## src/rtl/gpio_irq_pkg.sv

```systemverilog
package gpio_irq_pkg;
    localparam int ADDR_W = 4;
    localparam int DATA_W = 32;
    localparam logic [DATA_W-1:0] VERSION_ID = 32'd3;

    typedef enum logic [ADDR_W-1:0] {
        RA_VAL  = 4'd0,
        RA_DIR  = 4'd1,
        RA_IEN  = 4'd2,
        RA_STAT = 4'd3,
        RA_PEND = 4'd4,
        RA_CLR  = 4'd5,
        RA_MODE = 4'd6,
        RA_POL  = 4'd7,
        RA_VER  = 4'd8,
        RA_BOTH = 4'd9
    } reg_idx_e;
endpackage

```

## src/rtl/gpio_sync.sv

```systemverilog
module gpio_sync #(
    parameter int W = 32
) (
    input  logic         clk,
    input  logic         rst_n,
    input  logic [W-1:0] async_in,
    output logic [W-1:0] sync_out
);
    typedef struct packed {
        logic [W-1:0] s1;
        logic [W-1:0] s2;
    } sync_t;

    sync_t st_d, st_q;

    always_comb begin
        st_d.s1 = async_in;
        st_d.s2 = st_q.s1;
    end

    always_ff @(posedge clk or negedge rst_n) begin
        if (!rst_n) st_q <= '0;
        else        st_q <= st_d;
    end

    assign sync_out = st_q.s2;
endmodule

```

## src/rtl/gpio_trig.sv

```systemverilog
module gpio_trig #(
    parameter int W = 32
) (
    input  logic         clk,
    input  logic         rst_n,
    input  logic [W-1:0] cur,
    input  logic [W-1:0] edge_sel,
    input  logic [W-1:0] pol,
    input  logic [W-1:0] both,
    output logic [W-1:0] evt
);
    logic [W-1:0] prev_d, prev_q;

    always_comb prev_d = cur;

    always_ff @(posedge clk or negedge rst_n) begin
        if (!rst_n) prev_q <= '0;
        else        prev_q <= prev_d;
    end

    for (genvar i = 0; i < W; i++) begin : g_pin
        logic rise, fall, edge_hit, level_hit;
        assign rise      = cur[i] & ~prev_q[i];
        assign fall      = ~cur[i] & prev_q[i];
        assign edge_hit  = both[i] ? (rise | fall) : (pol[i] ? rise : fall);
        assign level_hit = pol[i] ? cur[i] : ~cur[i];
        assign evt[i]    = edge_sel[i] ? edge_hit : level_hit;
    end
endmodule

```

## src/rtl/gpio_irq_ctrl.sv

```systemverilog
module gpio_irq_ctrl
    import gpio_irq_pkg::*;
#(
    parameter int NPINS = 32
) (
    input  logic              clk,
    input  logic              rst_n,
    input  logic              reg_we,
    input  logic [ADDR_W-1:0] reg_addr,
    input  logic [DATA_W-1:0] reg_wdata,
    output logic [DATA_W-1:0] reg_rdata,
    input  logic [NPINS-1:0]  pin_in,
    output logic [NPINS-1:0]  pin_out,
    output logic [NPINS-1:0]  pin_oe,
    output logic              irq
);
    typedef struct packed {
        logic [NPINS-1:0] val;
        logic [NPINS-1:0] dir;
        logic [NPINS-1:0] ien;
        logic [NPINS-1:0] mode;
        logic [NPINS-1:0] pol;
        logic [NPINS-1:0] both;
        logic [NPINS-1:0] pend;
    } regs_t;

    regs_t st_d, st_q;
    logic [NPINS-1:0] sync_in;
    logic [NPINS-1:0] evt;
    logic [NPINS-1:0] clr_mask;
    logic [NPINS-1:0] wbits;
    logic [NPINS-1:0] pin_now;
    logic [NPINS-1:0] masked;
    logic [NPINS-1:0] rd_bits;

    gpio_sync #(.W(NPINS)) u_sync (
        .clk     (clk),
        .rst_n   (rst_n),
        .async_in(pin_in),
        .sync_out(sync_in)
    );

    gpio_trig #(.W(NPINS)) u_trig (
        .clk     (clk),
        .rst_n   (rst_n),
        .cur     (sync_in),
        .edge_sel(st_q.mode),
        .pol     (st_q.pol),
        .both    (st_q.both),
        .evt     (evt)
    );

    assign wbits   = reg_wdata[NPINS-1:0];
    assign pin_now = (st_q.dir & sync_in) | (~st_q.dir & st_q.val);
    assign masked  = st_q.pend & st_q.ien;

    always_comb begin
        st_d     = st_q;
        clr_mask = '0;
        if (reg_we) begin
            case (reg_idx_e'(reg_addr))
                RA_VAL:  st_d.val  = wbits;
                RA_DIR:  st_d.dir  = wbits;
                RA_IEN:  st_d.ien  = wbits;
                RA_CLR:  clr_mask  = wbits;
                RA_MODE: st_d.mode = wbits;
                RA_POL:  st_d.pol  = wbits;
                RA_BOTH: st_d.both = wbits;
                default: ;
            endcase
        end
        st_d.pend = (st_q.pend & ~clr_mask) | evt;
    end

    always_ff @(posedge clk or negedge rst_n) begin
        if (!rst_n) begin
            st_q      <= '0;
            st_q.dir  <= '1;
            st_q.pol  <= '1;
        end else begin
            st_q <= st_d;
        end
    end

    always_comb begin
        rd_bits = '0;
        case (reg_idx_e'(reg_addr))
            RA_VAL:  rd_bits = pin_now;
            RA_DIR:  rd_bits = st_q.dir;
            RA_IEN:  rd_bits = st_q.ien;
            RA_STAT: rd_bits = masked;
            RA_PEND: rd_bits = st_q.pend;
            RA_MODE: rd_bits = st_q.mode;
            RA_POL:  rd_bits = st_q.pol;
            RA_BOTH: rd_bits = st_q.both;
            default: rd_bits = '0;
        endcase
    end

    always_comb begin
        reg_rdata = '0;
        if (reg_idx_e'(reg_addr) == RA_VER) reg_rdata = VERSION_ID;
        else                                 reg_rdata[NPINS-1:0] = rd_bits;
    end

    assign pin_out = st_q.val;
    assign pin_oe  = ~st_q.dir;
    assign irq     = |masked;
endmodule

```

## config.mk

```make
export PLATFORM = sky130hd
export DESIGN_NAME = gpio_irq_ctrl
export DESIGN_NICKNAME = d
export VERILOG_FILES = /design/src/rtl/gpio_irq_pkg.sv /design/src/rtl/gpio_sync.sv /design/src/rtl/gpio_trig.sv /design/src/rtl/gpio_irq_ctrl.sv
export SDC_FILE = /design/constraint.sdc
export NUM_CORES = 1
export LEC_CHECK = 0
export BUFFER_PORTS_ARGS = -buffer_cell sky130_fd_sc_hd__buf_4
export CAP_MARGIN = 20
export CORE_UTILIZATION = 40
export CTS_BUF_LIST = sky130_fd_sc_hd__clkbuf_8
export DETAILED_ROUTE_END_ITERATION = 16
export SLEW_MARGIN = 10
export SYNTH_ARGS = -nofsm -noshare
export SYNTH_HDL_FRONTEND = slang
export SYNTH_SLANG_ARGS = --single-unit
```

## constraint.sdc

```tcl
create_clock -name clk -period 2.2 [get_ports clk]
set_input_delay 0.11 -clock clk [delete_from_list [all_inputs] [get_ports clk]]
set_output_delay 0.11 -clock clk [all_outputs]
set_load 0.03 [all_outputs]
```

==> summary.txt <==
Worst hold path
  – Hold path depth: 4
  – Hold endpoint: st_q[37]$_DFFE_PN0P_
  – Hold WC Path Type: in -> reg
  – Hold_sp: reg_we

Die
  – Ports: 168
  – Die area: between 0.03 and 0.04 mm^2
  – Die height: ~200 um
  – Row count: 71
  – CORE AREA: 0.0380 mm^2
  – Chip width: 199 um
  – Initial core utilization: 41.0%

Drt
  – Detailed-router iteration count before antenna repair: 5
  – Vias: 11400
  – WL final: ~44000 um
  – Avg WL per Cell: approximately 21 um
  – # DRC: 0
  – Avg Vias per Cell: 5.40
  – DRT iter0 DRCs: 693
  – Antenna-violating nets left: 0

Placed design
  – DP Area: 0.0174 mm^2
  – DP Worst Slack: 0.0133 ns
  – Port Buffers: around 170
  – GP Congestion: roughly 0.85
  – Dpl hpwl: 29500 um

Worst setup path
  – CP Capture Type: output port
  – Critical register-to-register path startpoint: u_sync.sync_out[29]$_DFF_PN0_
  – Startpoint Class: flop
  – Critical Path RT: 2.09 ns
  – FF-to-FF path depth: 6
  – CP Max Fanout: 2
  – Setup Crit Path Kind: reg -> out
  – Reg-to-reg endpoint: st_q[29]$_DFF_PN0_
  – Reg-to-reg setup timing slack: 0.61 ns
  – Critical Path AT: 2.22 ns

Timing
  – Clk_skew: ~0.019 ns
  – Hold_ws: 0.106 ns
  – Tmin final: 2.33 ns
  – Worst Max-Slew Pin Slew: a little under 0.7 ns
  – Final count of negative-setup-slack endpoints: 3
  – Hold Violations, Final: 0
  – Max Clk Rate: 430 MHz
  – Final Worst Setup Slack: -0.127 ns
  – Final worst path period share: 106%
  – Max_slew headroom: 55.0%
  – Slew Limit Fails: 0
  – Unrepaired setup endpoints after global routing: true

Clock network
  – Clk pin slew, worst setup/hold paths: 0.06 ns
  – Clock latency on the worst-skew pair: approximately 0.65 ns
  – CTS Sinks: 320
  – CTS tree: done
  – Total CTS buffers: 55
  – Max clock buf depth: 3
  – Htree depth: 2
  – Root buf cell: clkbuf_8

Cells and area
  – Commonest cells after routing, fill and taps aside: dfrtp_1 (254), buf_4 (214), mux2_2 (168)
  – Final core utilization: 51.3%
  – Commonest non-fill, non-tap cell in the layout: dfrtp_1
  – Layout cells sized above 1: 36.2%
  – Final antenna diode count: 0
  – Area grow syn2layout: 25.0%
  – Post-route cell area: 0.0195 mm^2
  – Fillers: 3448
  – # nets final: roughly 1700

Global routing
  – Pin count of the biggest net entering global routing: 65
  – Grt ovf: 0
  – Overall Global Routing Usage: 22.7%
  – Antenna violations before repair: 0
  – Number of global-route vias before repair: 11600
  – Global-route wire length before repair: 68000 um

Pwr
  – Peak supply drop: 465 uV
  – P per Cell Area: 904 mW/mm^2
  – Pleak: roughly 9 nW

Yosys
  – Post-synth EDFFs: 0
  – Net Count, Synth: 1430
  – Cells after Synth: 1295
  – Post-Syn Area: 0.0156 mm^2
  – YS warnings: 0
  – Netlist cell types: 58
  – Seq/Total Area, Yosys: 51.9%
  – Post-synthesis average cell area: 12.0 um^2
  – Prevailing post-synth register cell: dfrtp_1
  – Flip-flop and latch count after synthesis: 320
  – FFs w/ async S/R, synth: 100%

Status
  – Run status: complete, but fails checks
  – Failing checks: negative setup slack

Run
  – Max-Cap Viols: 0
==> routing by layer <==
| layer | up-vias | global-route usage, % | routed length, um | part of all wire, % |
|---|---|---|---|---|
| li1 | 5200 | - | - | - |
| met1 | 5775 | 29.7 | 19000 | 43 |
| met2 | 362 | 37.4 | 21300 | 48 |
| met3 | 89 | 4.30 | 2660 | 6.0 |
| met4 | 0 | 8.57 | 1310 | 3.0 |
| met5 | - | 0 | 0 | 0 |
==> critical path, stage by stage (launching register included) <==
cell	delay (ns)
dfstp_2	0.54
mux2_4	0.29
a222oi_1	0.35
nand3_1	0.20
buf_6	0.19
==> power breakdown <==
group          internal (mW)  switching [mW]  leakage [nW]  total [mW]
registers               7.04           0.949          3.64        7.99
logic                   1.89            2.16          4.62        4.05
clock network           3.07            2.52         0.671        5.59
==> state kept, by name, summed over array words and instances (netlist names) <==
signal / flops
pin_out: 32
st_q: 192
u_sync.st_d: 32
u_sync.sync_out: 32
u_trig.prev_q: 32
==> cell type report <==
type | instances | area [um^2] | area share, %
Clock buffer | 76 | 1050 | 5.37
Clock inverter | 26 | 118 | 0.604
Inverter | 103 | 387 | 1.98
Multi-Input combinational cell | 781 | 6660 | 34.2
Sequential cell | 320 | 8090 | 41.5
Tap cell | 511 | 639 | 3.28
Timing Repair Buffer | 298 | 2550 | 13.1
==> cell families (layout without fill, tap and decap cells) <==
logic type,count (synthesis),after routing,share of synthesized area (%)
XOR/XNOR,32,32,1.80
AND/OR/NAND/NOR,204,204,7.16
AO/OA/AOI/OAI,275,275,13.1
flip-flops,320,320,51.9
buffers and inverters,194,503,6.01
adder cells (fa/ha/maj),64,64,5.14
multiplexers,206,206,14.9
==> synthesized netlist by cell type (9+ instances only) <==
cell       instances  area, um^2
xor2_1            32         280
o21ai_0           15        75.1
a221o_1           32         320
mux2_1            30         338
and3_1             9        56.3
o22a_1            16         140
a211oi_1          33         248
a21oi_1           69         345
dfrtp_1          256        6410
ha_1              64         801
buf_2             26         130
a32oi_1           19         166
buf_4             41         308
clkbuf_1          18        67.6
nand3_1           20         100
a22oi_1           35         263
a222oi_1          10         100
o2111ai_1         12         105
nor2_1            36         135
inv_1            103         387
dfstp_2           64        1680
nor2b_1           35         219
nand2_1           65         244
mux2_2           172        1940
==> worst max-delay path by stage <==
stage	start	end	slack, ns	cells after the start
floorplan	reg_addr[1]	reg_rdata[26]	0.22	6
global placement	reg_addr[3]	reg_rdata[12]	0.03	6
detailed placement	reg_addr[3]	reg_rdata[12]	0.01	6
CTS	st_q[165]$_DFFE_PN1P_	reg_rdata[5]	-0.15	4
global route	st_q[165]$_DFFE_PN1P_	reg_rdata[5]	-0.15	4
finish	st_q[165]$_DFFE_PN1P_	reg_rdata[5]	-0.13	4
==> what timing repair did <==
item,4_1_cts,5_1_grt
pin swaps,13,15
hold buffers,67,0
setup buffers,10,3
resized for setup,24,12
endpoints found under the hold margin,525,0
endpoints found under the setup margin,12,11
==> per-stage QoR <==
stage | std cells | power, mW | TNS, ns
CTS | 2111 | 17.8 | -0.413
floorplan | 1295 | 10.5 | 0
global route | 2115 | 18.5 | -0.659
finish | 2115 | 17.6 | -0.208
detailed placement | 1932 | 11.9 | 0
global placement | 1932 | 11.8 | 0
Power figures use the tool's default switching activity.
